$ cat src/rtl/sms_pkg.sv
package sms_pkg;
   typedef enum logic [2:0] {
      ST_IDLE,
      ST_PICK,
      ST_WSEL,
      ST_WMUX,
      ST_WEN,
      ST_POLL,
      ST_RDAT
   } seq_state_e;

   localparam int SMS_UNIT_DEFAULT = 256;
endpackage

$ cat src/rtl/sms_timebase.sv
module sms_timebase #(
   parameter int DIVW = 8,
   parameter int INTW = 12,
   parameter int UNIT = 256
) (
   input  logic            clk,
   input  logic            rst_n,
   input  logic            run,
   input  logic [DIVW-1:0] div,
   input  logic [INTW-1:0] interval,
   output logic            tick
);
   localparam int PREW = (UNIT > 1) ? $clog2(UNIT) : 1;

   if (UNIT < 2) begin : g_bad_unit
      $error("sms_timebase: UNIT must be at least 2");
   end

   logic [PREW-1:0] pre;
   logic [DIVW-1:0] dcnt;
   logic [INTW-1:0] icnt;
   logic [INTW-1:0] last;
   logic            pre_end, unit_end, int_end;

   assign last     = (interval == '0) ? '0 : interval - INTW'(1);
   assign pre_end  = (pre == PREW'(UNIT - 1));
   assign unit_end = pre_end && (dcnt == div);
   assign int_end  = (icnt >= last);
   assign tick     = run && unit_end && int_end;

   always_ff @(posedge clk or negedge rst_n) begin
      if (!rst_n) begin
         pre  <= '0;
         dcnt <= '0;
         icnt <= '0;
      end else if (!run) begin
         pre  <= '0;
         dcnt <= '0;
         icnt <= '0;
      end else begin
         pre <= pre_end ? '0 : pre + PREW'(1);
         if (pre_end) dcnt <= (dcnt == div) ? '0 : dcnt + DIVW'(1);
         if (unit_end) icnt <= int_end ? '0 : icnt + INTW'(1);
      end
   end

   // a unit lasts at least UNIT clocks, so ticks never come back to back
   a_r2_tick_spacing : assert property (@(posedge clk) disable iff (!rst_n)
      tick |=> !tick);
endmodule

$ cat src/rtl/sms_busm.sv
module sms_busm #(
   parameter int AW = 32,
   parameter int DW = 32
) (
   input  logic          clk,
   input  logic          rst_n,
   input  logic          start,
   input  logic          we,
   input  logic [AW-1:0] addr,
   input  logic [DW-1:0] wdata,
   output logic          done,
   output logic          m_req,
   output logic          m_we,
   output logic [AW-1:0] m_addr,
   output logic [DW-1:0] m_wdata,
   input  logic          m_ack
);
   assign done = m_req && m_ack;

   always_ff @(posedge clk or negedge rst_n) begin
      if (!rst_n) begin
         m_req   <= 1'b0;
         m_we    <= 1'b0;
         m_addr  <= '0;
         m_wdata <= '0;
      end else if (m_req && m_ack) begin
         m_req <= 1'b0;
      end else if (start && !m_req) begin
         m_req   <= 1'b1;
         m_we    <= we;
         m_addr  <= addr;
         m_wdata <= wdata;
      end
   end

   a_r9_hold_request : assert property (@(posedge clk) disable iff (!rst_n)
      (m_req && !m_ack) |=> (m_req && $stable(m_addr) && $stable(m_we) && $stable(m_wdata)));

   a_r9_release_after_ack : assert property (@(posedge clk) disable iff (!rst_n)
      (m_req && m_ack) |=> !m_req);
endmodule

$ cat src/rtl/sms_seq.sv
module sms_seq
   import sms_pkg::*;
#(
   parameter int NPTS  = 4,
   parameter int AW    = 32,
   parameter int DW    = 32,
   parameter int CODEW = 8,
   parameter int RESW  = 12,
   parameter int TOW   = 16,
   parameter int POSW  = 5,
   parameter int IDXW  = 2
) (
   input  logic                  clk,
   input  logic                  rst_n,
   input  logic                  run,
   input  logic                  tick,
   input  logic [NPTS-1:0]       cfg_pt_en,
   input  logic [1:0]            cfg_wr_ctl,
   input  logic [AW-1:0]         cfg_sel_addr,
   input  logic [AW-1:0]         cfg_mux_addr,
   input  logic [DW-1:0]         cfg_mux_val,
   input  logic [AW-1:0]         cfg_en_addr,
   input  logic [DW-1:0]         cfg_en_val,
   input  logic [AW-1:0]         cfg_valid_addr,
   input  logic [AW-1:0]         cfg_data_addr,
   input  logic                  cfg_rd_sep,
   input  logic [POSW-1:0]       cfg_valid_pos,
   input  logic                  cfg_valid_high,
   input  logic [POSW-1:0]       cfg_shift,
   input  logic [TOW-1:0]        cfg_timeout,
   input  logic [NPTS*CODEW-1:0] cfg_pt_code,
   output logic                  bm_start,
   output logic                  bm_we,
   output logic [AW-1:0]         bm_addr,
   output logic [DW-1:0]         bm_wdata,
   input  logic                  bm_done,
   input  logic [DW-1:0]         bm_rdata,
   output logic [NPTS*RESW-1:0]  pt_result,
   output logic [NPTS-1:0]       pt_new,
   output logic                  irq_timeout
);
   seq_state_e       st;
   seq_state_e       first_wr;
   logic [NPTS-1:0]  pend;
   logic [IDXW-1:0]  idx, nxt_idx;
   logic             launched, bus_state;
   logic [TOW-1:0]   tocnt;
   logic             is_valid, cap_fire, to_fire;
   logic [DW-1:0]    shifted;
   logic [RESW-1:0]  cap_val;
   logic [CODEW-1:0] code_a [NPTS];
   logic [RESW-1:0]  res_q  [NPTS];

   // lowest pending point wins
   always_comb begin
      nxt_idx = '0;
      for (int i = NPTS - 1; i >= 0; i--) begin
         if (pend[i]) nxt_idx = IDXW'(i);
      end
   end

   assign first_wr  = cfg_wr_ctl[0] ? ST_WSEL : (cfg_wr_ctl[1] ? ST_WMUX : ST_WEN);
   assign is_valid  = (bm_rdata[cfg_valid_pos] == cfg_valid_high);
   assign shifted   = bm_rdata >> cfg_shift;
   assign cap_val   = shifted[RESW-1:0];
   assign cap_fire  = bm_done && (((st == ST_POLL) && is_valid && !cfg_rd_sep) || (st == ST_RDAT));
   assign to_fire   = bm_done && (st == ST_POLL) && !is_valid && (tocnt >= cfg_timeout);
   assign bus_state = (st == ST_WSEL) || (st == ST_WMUX) || (st == ST_WEN) ||
                      (st == ST_POLL) || (st == ST_RDAT);
   assign bm_start  = bus_state && !launched;

   always_comb begin
      bm_we    = 1'b0;
      bm_addr  = cfg_valid_addr;
      bm_wdata = '0;
      case (st)
         ST_WSEL: begin
            bm_we    = 1'b1;
            bm_addr  = cfg_sel_addr;
            bm_wdata = DW'(code_a[idx]);
         end
         ST_WMUX: begin
            bm_we    = 1'b1;
            bm_addr  = cfg_mux_addr;
            bm_wdata = cfg_mux_val;
         end
         ST_WEN: begin
            bm_we    = 1'b1;
            bm_addr  = cfg_en_addr;
            bm_wdata = cfg_en_val;
         end
         ST_RDAT: bm_addr = cfg_data_addr;
         default: bm_addr = cfg_valid_addr;
      endcase
   end

   always_ff @(posedge clk or negedge rst_n) begin
      if (!rst_n) begin
         st          <= ST_IDLE;
         pend        <= '0;
         idx         <= '0;
         launched    <= 1'b0;
         tocnt       <= '0;
         pt_new      <= '0;
         irq_timeout <= 1'b0;
      end else begin
         pt_new      <= cap_fire ? (NPTS'(1) << idx) : '0;
         irq_timeout <= to_fire;
         if (bm_start) launched <= 1'b1;
         if (bm_done)  launched <= 1'b0;
         if ((st == ST_POLL) && (tocnt != '1)) tocnt <= tocnt + TOW'(1);
         case (st)
            ST_IDLE: if (tick && (cfg_pt_en != '0)) begin
               pend <= cfg_pt_en;
               st   <= ST_PICK;
            end
            ST_PICK: if (pend == '0) begin
               st <= ST_IDLE;
            end else begin
               idx           <= nxt_idx;
               pend[nxt_idx] <= 1'b0;
               st            <= first_wr;
            end
            ST_WSEL: if (bm_done) st <= cfg_wr_ctl[1] ? ST_WMUX : ST_WEN;
            ST_WMUX: if (bm_done) st <= ST_WEN;
            ST_WEN: if (bm_done) begin
               st    <= ST_POLL;
               tocnt <= '0;
            end
            ST_POLL: if (bm_done) begin
               if (is_valid)    st <= cfg_rd_sep ? ST_RDAT : ST_PICK;
               else if (to_fire) st <= ST_PICK;
            end
            ST_RDAT: if (bm_done) st <= ST_PICK;
            default: st <= ST_IDLE;
         endcase
      end
   end

   for (genvar g = 0; g < NPTS; g++) begin : g_pt
      assign code_a[g] = cfg_pt_code[g*CODEW +: CODEW];
      always_ff @(posedge clk or negedge rst_n) begin
         if (!rst_n)                                res_q[g] <= '0;
         else if (cap_fire && (idx == IDXW'(g)))    res_q[g] <= cap_val;
      end
      assign pt_result[g*RESW +: RESW] = res_q[g];
   end

   a_r7_single_point_strobe : assert property (@(posedge clk) disable iff (!rst_n)
      $onehot0(pt_new));

   a_r8_timeout_excludes_capture : assert property (@(posedge clk) disable iff (!rst_n)
      !(irq_timeout && (pt_new != '0)));

   a_r10_stay_idle_when_off : assert property (@(posedge clk) disable iff (!rst_n)
      ((st == ST_IDLE) && !run) |=> (st == ST_IDLE));

   a_r9_one_launch_per_op : assert property (@(posedge clk) disable iff (!rst_n)
      bm_start |=> !bm_start);
endmodule

$ cat src/rtl/sensor_poll_seq.sv
module sensor_poll_seq
   import sms_pkg::*;
#(
   parameter int NPTS      = 4,
   parameter int AW        = 32,
   parameter int DW        = 32,
   parameter int CODEW     = 8,
   parameter int RESW      = 12,
   parameter int DIVW      = 8,
   parameter int INTW      = 12,
   parameter int TOW       = 16,
   parameter int UNIT_CLKS = SMS_UNIT_DEFAULT,
   localparam int POSW     = $clog2(DW),
   localparam int IDXW     = (NPTS > 1) ? $clog2(NPTS) : 1
) (
   input  logic                  clk,
   input  logic                  rst_n,
   input  logic                  enable,
   input  logic [DIVW-1:0]       cfg_div,
   input  logic [INTW-1:0]       cfg_interval,
   input  logic [NPTS-1:0]       cfg_pt_en,
   input  logic [1:0]            cfg_wr_ctl,
   input  logic [AW-1:0]         cfg_sel_addr,
   input  logic [AW-1:0]         cfg_mux_addr,
   input  logic [DW-1:0]         cfg_mux_val,
   input  logic [AW-1:0]         cfg_en_addr,
   input  logic [DW-1:0]         cfg_en_val,
   input  logic [AW-1:0]         cfg_valid_addr,
   input  logic [AW-1:0]         cfg_data_addr,
   input  logic                  cfg_rd_sep,
   input  logic [POSW-1:0]       cfg_valid_pos,
   input  logic                  cfg_valid_high,
   input  logic [POSW-1:0]       cfg_shift,
   input  logic [TOW-1:0]        cfg_timeout,
   input  logic [NPTS*CODEW-1:0] cfg_pt_code,
   output logic                  m_req,
   output logic                  m_we,
   output logic [AW-1:0]         m_addr,
   output logic [DW-1:0]         m_wdata,
   input  logic                  m_ack,
   input  logic [DW-1:0]         m_rdata,
   output logic [NPTS*RESW-1:0]  pt_result,
   output logic [NPTS-1:0]       pt_new,
   output logic                  irq_timeout
);
   if (NPTS < 1 || NPTS > 16) begin : g_bad_npts
      $error("sensor_poll_seq: NPTS out of range");
   end
   if (RESW > DW || CODEW > DW) begin : g_bad_width
      $error("sensor_poll_seq: RESW and CODEW must fit in DW");
   end
   if ((1 << POSW) != DW) begin : g_bad_dw
      $error("sensor_poll_seq: DW must be a power of two");
   end

   logic          tick;
   logic          bm_start, bm_we, bm_done;
   logic [AW-1:0] bm_addr;
   logic [DW-1:0] bm_wdata;

   sms_timebase #(.DIVW(DIVW), .INTW(INTW), .UNIT(UNIT_CLKS)) u_tb (
      .clk      (clk),
      .rst_n    (rst_n),
      .run      (enable),
      .div      (cfg_div),
      .interval (cfg_interval),
      .tick     (tick)
   );

   sms_seq #(
      .NPTS(NPTS), .AW(AW), .DW(DW), .CODEW(CODEW), .RESW(RESW),
      .TOW(TOW), .POSW(POSW), .IDXW(IDXW)
   ) u_seq (
      .clk            (clk),
      .rst_n          (rst_n),
      .run            (enable),
      .tick           (tick),
      .cfg_pt_en      (cfg_pt_en),
      .cfg_wr_ctl     (cfg_wr_ctl),
      .cfg_sel_addr   (cfg_sel_addr),
      .cfg_mux_addr   (cfg_mux_addr),
      .cfg_mux_val    (cfg_mux_val),
      .cfg_en_addr    (cfg_en_addr),
      .cfg_en_val     (cfg_en_val),
      .cfg_valid_addr (cfg_valid_addr),
      .cfg_data_addr  (cfg_data_addr),
      .cfg_rd_sep     (cfg_rd_sep),
      .cfg_valid_pos  (cfg_valid_pos),
      .cfg_valid_high (cfg_valid_high),
      .cfg_shift      (cfg_shift),
      .cfg_timeout    (cfg_timeout),
      .cfg_pt_code    (cfg_pt_code),
      .bm_start       (bm_start),
      .bm_we          (bm_we),
      .bm_addr        (bm_addr),
      .bm_wdata       (bm_wdata),
      .bm_done        (bm_done),
      .bm_rdata       (m_rdata),
      .pt_result      (pt_result),
      .pt_new         (pt_new),
      .irq_timeout    (irq_timeout)
   );

   sms_busm #(.AW(AW), .DW(DW)) u_bus (
      .clk     (clk),
      .rst_n   (rst_n),
      .start   (bm_start),
      .we      (bm_we),
      .addr    (bm_addr),
      .wdata   (bm_wdata),
      .done    (bm_done),
      .m_req   (m_req),
      .m_we    (m_we),
      .m_addr  (m_addr),
      .m_wdata (m_wdata),
      .m_ack   (m_ack)
   );
endmodule

$ cat config.mk
export PLATFORM = sky130hd
export DESIGN_NAME = sensor_poll_seq
export DESIGN_NICKNAME = d
export VERILOG_FILES = /design/src/rtl/sms_pkg.sv /design/src/rtl/sms_timebase.sv /design/src/rtl/sms_busm.sv /design/src/rtl/sms_seq.sv /design/src/rtl/sensor_poll_seq.sv
export SDC_FILE = /design/constraint.sdc
export NUM_CORES = 1
export LEC_CHECK = 0
export BUFFER_PORTS_ARGS = -buffer_cell sky130_fd_sc_hd__buf_2
export CAP_MARGIN = 20
export CELL_PAD_IN_SITES_DETAIL_PLACEMENT = 0
export CELL_PAD_IN_SITES_GLOBAL_PLACEMENT = 1
export CORE_AREA = 2 2 209 160
export CTS_CLUSTER_DIAMETER = 100
export DETAILED_ROUTE_END_ITERATION = 7
export DIE_AREA = 0 0 211 162
export PLACE_DENSITY = 0.89
export RECOVER_POWER = 25
export SLEW_MARGIN = 20
export SYNTH_ARGS = -nofsm -noshare
export SYNTH_HDL_FRONTEND = slang
export SYNTH_SLANG_ARGS = --single-unit
$ cat constraint.sdc
create_clock -name clk -period 3.2 [get_ports clk]
set_input_delay 0.32 -clock clk [delete_from_list [all_inputs] [get_ports clk]]
set_output_delay 0.32 -clock clk [all_outputs]
set_load 0.05 [all_outputs]
## After elaboration in Yosys (flattened, before gate mapping)

Cells that the tools add are included.

| operators by class | value |
|---|---|
| multiply operators | 0 |
| reductions and logical operators | 41 |
| equality and inequality tests | 23 |
| magnitude comparators | 6 |
| bitwise operators | 5 |
| shift-type cells | 2 |
| add/sub/neg operators | 5 |
| div/mod/pow operators | 0 |
| multiplexer cells | 47 |

Operators by type and width:

| operator | number |
|---|---|
| 32-bit case mux with 4 select lines | 1 |
| 32-bit case mux with 3 select lines | 1 |
| 8-bit 2-to-1 mux | 7 |
| 12-bit 2-to-1 mux | 4 |
| 16-bit 2-to-1 mux | 3 |
| 3-bit 2-to-1 mux | 12 |
| 32-bit by 5-bit right shift with 12-bit output | 1 |
| 3-bit case mux with 7 select lines | 1 |
| 1-bit logical AND | 19 |
| 16-bit by 1-bit adder with 16-bit output, second input constant | 1 |
| 8-bit by 1-bit adder with 8-bit output, second input constant | 2 |
| 8-bit binary-select mux with 2-bit select | 1 |
| 16-bit >= comparator | 1 |
| 16-bit inequality test, second input constant | 1 |
| 2-bit by 1-bit inequality test with 1-bit output, second input constant | 8 |
| 12-bit by 1-bit adder with 12-bit output, second input constant | 1 |
| 12-bit >= comparator | 1 |
| 12-bit zero test | 1 |
| 4-bit 2-to-1 mux | 3 |
| 12-bit by 1-bit subtractor with 12-bit output, second input constant | 1 |
| 3-bit == test, second input constant | 3 |
| 8-bit == test | 1 |
| 8-bit == test, second input constant | 1 |
| 2-bit 2-to-1 mux | 4 |
| 31 further kinds | 50 |

| word-level totals | value |
|---|---|
| ROM bits | 0 |
| bits of input ports | 346 |
| memories kept | 0 |
| logic and storage cells | 147 |
| register bits after elaboration | 173 |
| bits in latches | 0 |
| RAM bits | 0 |
| output and inout bits | 119 |

## Depth between registers and ports, before layout

| depth | value |
|---|---|
| word-level depth | 12 |
| depth in mapped cells | 15 |
| depth with buffers taken out | 14 |

## Cells and area by module

Synthesis repeated with hierarchy kept, for this count alone.

| second synthesis, totals | value |
|---|---|
| cells, all modules | 1152 |
| area total of the unflattened synthesis | 12174.2 sq um |

Modules (own cells, without submodules):

| module | cells an instance | seq. area each (sq um) | instances | area an instance (sq um) |
|---|---|---|---|---|
| sms_seq | 764 | 1976.9 | 1 | 7274.5 |
| sms_busm | 142 | 1651.6 | 1 | 2676.3 |
| sms_timebase | 246 | 700.7 | 1 | 2223.4 |

## Worst setup path before layout

No wires, ideal clock.

| timing | value |
|---|---|
| kind | input to register |
| start point | input cfg_interval[3] |
| end point | register u_tb.icnt[10] |
| path slack | 304 ps |
| setup time | 90 ps |
| stages on the path | 14 |
| arrival | 2806 ps |
| required time | 3110 ps |
| cells stage by stage | nor2_1 > nand3_1 > nor4_1 > nand2_1 > xnor2_1 > nand2_1 > ha_1 > a21o_1 > a21o_1 > a21oi_1 > o311ai_0 > clkbuf_1 > or3_1 > o221ai_1 |

| on the way | value |
|---|---|
| longest elaborated chain between the ends | 6 |
| elaborated cells between the ends (all ways) | 7 |

RTL lines:

| element | RTL line | text |
|---|---|---|
| start: declaration | sensor_poll_seq.sv:20 | `input logic [INTW-1:0] cfg_interval,` |
| 12-bit by 1-bit subtractor with 12-bit output or 12-bit zero test (tied branches) | sms_timebase.sv:25 | `assign last = (interval == '0) ? '0 : interval - INTW'(1);` |
| 12-bit 2-to-1 mux (*) | sms_timebase.sv:25 |  |
| 12-bit >= comparator (*) | sms_timebase.sv:28 | `assign int_end = (icnt >= last);` |
| 12-bit 2-to-1 mux (*) (2 in a row) | sms_timebase.sv:43 | `if (unit_end) icnt <= int_end ? '0 : icnt + INTW'(1);` |
| 12-bit 2-to-1 mux (*) | sms_timebase.sv:36 | `end else if (!run) begin` |
| end signal: assignment | sms_timebase.sv:43 |  |
| end: declaration | sms_timebase.sv:21 | `logic [INTW-1:0] icnt;` |

Every way passes the cells marked *; elsewhere a longest branch is shown, timed or not. The select of a mux whose other input is x is not followed.
A chain may end at the register's enable or synchronous reset.

## Worst setup path after layout

| timing | value |
|---|---|
| start point | input cfg_interval[0] |
| end point | register u_seq.pend[0] |

| on the way | value |
|---|---|
| longest elaborated chain between the ends | 7 |
| elaborated cells between the ends (all ways) | 8 |

RTL lines:

| element | RTL line | text |
|---|---|---|
| 12-bit by 1-bit subtractor with 12-bit output or 12-bit zero test (tied branches) | sms_timebase.sv:25 |  |
| 12-bit 2-to-1 mux (*) | sms_timebase.sv:25 |  |
| 12-bit >= comparator (*) | sms_timebase.sv:28 |  |
| 1-bit logical AND (*) | sms_timebase.sv:29 | `assign tick = run && unit_end && int_end;` |
| 1-bit logical AND (*) | sms_seq.sv:113 | `ST_IDLE: if (tick && (cfg_pt_en != '0)) begin` |
| 2-bit by 1-bit inequality test with 1-bit output (no line) (*) | - |  |
| 3-bit AND reduction (no line) (*) | - |  |
| end signal: assignment | sms_seq.sv:114 | `pend <= cfg_pt_en;` |
| end: declaration | sms_seq.sv:44 | `logic [NPTS-1:0] pend;` |

Every way passes the cells marked *; elsewhere a longest branch is shown, timed or not.

==> run_summary.xml <==
<?xml version="1.0" encoding="UTF-8"?>
<metrics>
  <group name="cells_and_area">
    <metric name="design.final.nets" unit="">2059</metric>
    <metric name="layout-drive-gt1-share" unit="%">38.71</metric>
    <metric name="mostFrequentLayoutCells" unit="">sky130_fd_sc_hd__buf_2 (463), sky130_fd_sc_hd__dfrtp_1 (170), sky130_fd_sc_hd__nand2_1 (155)</metric>
    <metric name="layout.cells.most_common" unit="">sky130_fd_sc_hd__buf_2</metric>
    <metric name="finish.cell_count_without_fillers" unit="">2113</metric>
    <metric name="area_growth_syn_to_layout" unit="%">29.84</metric>
    <metric name="final_util" unit="%">47.57</metric>
  </group>
  <group name="clocking">
    <metric name="htreeDepth" unit="">4</metric>
    <metric name="clock_tree.root_cell" unit="">sky130_fd_sc_hd__clkbuf_16</metric>
    <metric name="clock_sink_count" unit="">173</metric>
    <metric name="clkTransAtPathRegs" unit="ps">80</metric>
    <metric name="worstSkewPairLatency" unit="ps">440</metric>
    <metric name="cts_max_path_buffers" unit="">2</metric>
    <metric name="clock_tree_from_tritoncts" unit="">done</metric>
    <metric name="cts_made_buffers" unit="">17</metric>
  </group>
  <group name="worst_setup_path">
    <metric name="worst_r2r_endpoint" unit="">u_seq.st[2]</metric>
    <metric name="critPathSlowestCell" unit="">sky130_fd_sc_hd__nor4b_1</metric>
    <metric name="critical-path-top-cell-by-count" unit="">sky130_fd_sc_hd__buf_4</metric>
    <metric name="worst_path_dominant_cell_family" unit="">compound AO/OA/AOI/OAI gates</metric>
    <metric name="timing.critical_path.from_type" unit="">primary input</metric>
    <metric name="timing.critical_path.cells" unit="">buf_2, inv_1, ha_1, nor4b_1, buf_4, a31oi_1, ha_1, nor2b_1, o21ai_0, a31oi_1, o31a_1, buf_4, nor4_1, buf_4, mux2i_1, a21oi_1</metric>
    <metric name="critPathCaptureType" unit="">register</metric>
    <metric name="timing.rr.start" unit="">u_seq.tocnt[9]</metric>
    <metric name="reg2reg_slack" unit="ps">600</metric>
    <metric name="worstPathRequired" unit="ps">3480</metric>
    <metric name="critPathMaxFanout" unit="">6</metric>
    <metric name="critical_path_arrival" unit="ps">3020</metric>
    <metric name="critical_path.max_stage_delay" unit="ps">370</metric>
    <metric name="timing.critical_path.from" unit="">cfg_interval[0]</metric>
    <metric name="timing.reg2reg.worst_path_depth" unit="">8</metric>
    <metric name="critical_path_buf_inv_count" unit="">5</metric>
    <metric name="critPathKind" unit="">primary input to register</metric>
  </group>
  <group name="placement">
    <metric name="gp_congestion" unit="">0.9389</metric>
    <metric name="post_dp_hpwl" unit="µm">33280</metric>
    <metric name="input_output_buffers" unit="">464</metric>
    <metric name="post-place-cells" unit="">2072</metric>
  </group>
  <group name="yosys">
    <metric name="ys_dominant_reg_cell" unit="">sky130_fd_sc_hd__dfrtp_1</metric>
    <metric name="number_of_flops_mapped_to_enable_cells_by_yosys" unit="">0</metric>
    <metric name="yosys.area.top_type" unit="">sky130_fd_sc_hd__dfrtp_1</metric>
    <metric name="post_synth.cell_area_avg" unit="µm²">9.477</metric>
    <metric name="synth_area" unit="µm²">11730</metric>
    <metric name="synth_top_cell_area_share" unit="%">36.90</metric>
    <metric name="synthesis.yosys.warnings" unit="">0</metric>
    <metric name="netlist_top_cells_area" unit="">sky130_fd_sc_hd__dfrtp_1 (37%), sky130_fd_sc_hd__mux4_2 (7.7%), sky130_fd_sc_hd__o21ai_0 (6.1%)</metric>
    <metric name="ys_async_sr_fraction" unit="%">100.0</metric>
    <metric name="synth-seq-area-share" unit="%">36.90</metric>
    <metric name="synth.lib_cells_used.distinct" unit="">63</metric>
    <metric name="yosys_register_bits" unit="">173</metric>
    <metric name="synthesis.nets" unit="">1618</metric>
    <metric name="synth_cells" unit="">1238</metric>
  </group>
  <group name="job">
    <metric name="timing.max_cap.violations" unit="">1</metric>
  </group>
  <group name="grt">
    <metric name="grt_first_pass_wirelength" unit="µm">62960</metric>
    <metric name="antenna_found_initial" unit="">13</metric>
    <metric name="pin_count_of_the_biggest_net_entering_global_routing" unit="">71</metric>
    <metric name="via_count_of_the_first_global_routing_pass" unit="">10920</metric>
    <metric name="grt_use_total" unit="%">24.03</metric>
    <metric name="gr-total-overflow" unit="">0</metric>
  </group>
  <group name="routing">
    <metric name="router_iterations_before_antenna_repair" unit="">6</metric>
    <metric name="drt-vias-per-instance" unit="">5.338</metric>
    <metric name="route.final.wire_length" unit="µm">41770</metric>
    <metric name="initialDrtViolationCount" unit="">827</metric>
    <metric name="antenna_left" unit="">0</metric>
    <metric name="avgRoutedWirePerCell" unit="µm">19.77</metric>
    <metric name="via_count" unit="">11280</metric>
    <metric name="post_route_drc" unit="">0</metric>
  </group>
  <group name="status">
    <metric name="status" unit="">finished, violations left</metric>
    <metric name="violations" unit="">capacitance limit, slew limit</metric>
  </group>
  <group name="power_and_ir_drop">
    <metric name="p_leak" unit="nW">7.458</metric>
    <metric name="power_per_standard_cell_area" unit="nW/µm²">759.4</metric>
    <metric name="peakVddDrop" unit="V">0.0005610</metric>
  </group>
  <group name="sta">
    <metric name="timing.max_slew.rel_slack" unit="%">-27.60</metric>
    <metric name="period_needed" unit="ps">2739</metric>
    <metric name="holdWs" unit="ps">120.3</metric>
    <metric name="final.setup.tns" unit="ps">0</metric>
    <metric name="worstMarginPinSlew" unit="ps">1914</metric>
    <metric name="final_max_slew_viol_count" unit="">69</metric>
    <metric name="setup-violations-final" unit="">0</metric>
    <metric name="timing_hold_violations_final" unit="">0</metric>
    <metric name="final_min_period_over_clock_period" unit="%">85.60</metric>
    <metric name="unrepaired_setup_endpoints_after_global_routing" unit="">false</metric>
    <metric name="clock-skew-final" unit="ps">10.37</metric>
    <metric name="max_clock_freq" unit="MHz">365.1</metric>
  </group>
  <group name="hold_path">
    <metric name="min_to" unit="">u_seq.pend[1]</metric>
    <metric name="holdCritPathClass" unit="">primary input to register</metric>
    <metric name="holdPathStages" unit="">3</metric>
    <metric name="hold_start" unit="">cfg_pt_en[1]</metric>
  </group>
  <group name="die">
    <metric name="floorplan.die_area" unit="µm²">34180</metric>
    <metric name="row_count" unit="">57</metric>
    <metric name="floorplan.core_area" unit="µm²">32020</metric>
    <metric name="initial_core_util" unit="%">36.64</metric>
    <metric name="floorplan.die.height" unit="µm">162</metric>
    <metric name="die_width" unit="µm">211</metric>
    <metric name="floorplan.io_pins" unit="">465</metric>
  </group>
</metrics>
[logic make-up after synthesis]
logic type      Yosys count  share of synthesized area [%]
fa+ha+maj                34                          3.626
xor+xnor                 42                          3.135
flops                   173                          36.90
simple gates            357                          13.65
buf+inv                 122                          4.426
compound gates          334                          17.63
mux                     176                          20.64
[synthesized netlist by cell type, drive strengths merged, types with 3 or more instances]
cell	instances
xnor2	22
or3	4
a211oi	24
nor4	6
clkbuf	59
nor2	92
nor3b	4
mux2	63
dfrtp	173
nand4	8
buf	21
o31ai	5
or2	3
nand3	20
and2	6
o21a	4
a31oi	4
nor3	12
inv	42
o31a	3
a22o	13
a21oi	63
o22ai	10
mux2i	69
nand2	156
a22oi	32
mux4	44
and3	14
nor2b	10
ha	34
o21ai	143
xor2	20
a221oi	4
a21o	10
and4	4
nand2b	14
[registers in the layout (all words and copies together) (netlist names), 4 cells and up]
register and count:
u_seq.pend 4, u_tb.icnt 12, u_tb.pre 8, u_seq.pt_result 48, u_tb.dcnt 8, u_seq.tocnt 16, u_bus.m_wdata 32, u_seq.pt_new 4
u_bus.m_addr 32
[cell type report]
cell class	instances	area, µm²
sequential	173	4338
fill	3058	16790
clock inverter	15	212.7
multi-input combinational	943	6903
timing repair buffer	502	2660
antenna	8	20.02
inverter	42	157.7
clock buffer	17	425.4
tap	413	516.7
[metrics by stage]
step	setup WS, ps	power (W)	cell area [µm²]
3_3_place_gp	124.3	0.009317	14570
5_1_grt	132.2	0.01231	15230
3_5_place_dp	4.395	0.009438	14570
2_1_floorplan	303.7	0.007557	11730
4_1_cts	461.7	0.01171	15220
6_report	461.0	0.01157	15230
[worst min-delay path: cells and delay by family]
kind                   cells  cell delay [ps]
AOI/OAI and AO/OA          1               70
buffers and inverters      1               90
and+or+nand+nor            1               40
[where the power goes]
group | leakage [nW] | switching, W | internal, W | total [W]
registers | 2.27 | 0.000581 | 0.00285 | 0.00343
logic | 4.88 | 0.00406 | 0.00187 | 0.00593
clock network | 0.308 | 0.00107 | 0.00115 | 0.00221
[layer usage]
metal  vias to the layer above  share of wire, %  GRT usage (%)  routed length [µm]
met5                         -                 0              0                   0
met1                      5399                41          29.97               17200
met3                        55               5.8          4.254                2420
met4                         0               2.8          10.12                1188
li1                       5412                 -              -                   -
met2                       413                50          41.16               20970
[repair_timing]
item,4_1_cts,5_1_grt
endpoints found under the hold margin,68,0
resized for setup,0,0
setup buffers,0,0
hold buffers,1,0
[worst max-delay path by stage]
stage                    endpoint  cells after the start
CTS                 u_seq.pend[0]                     16
global route        u_seq.pend[0]                     16
global placement    u_seq.pend[0]                     16
finish              u_seq.pend[0]                     16
detailed placement  u_seq.pend[0]                     16
floorplan           u_tb.icnt[10]                     14
Note: power is estimated with default switching activity, not from simulation.
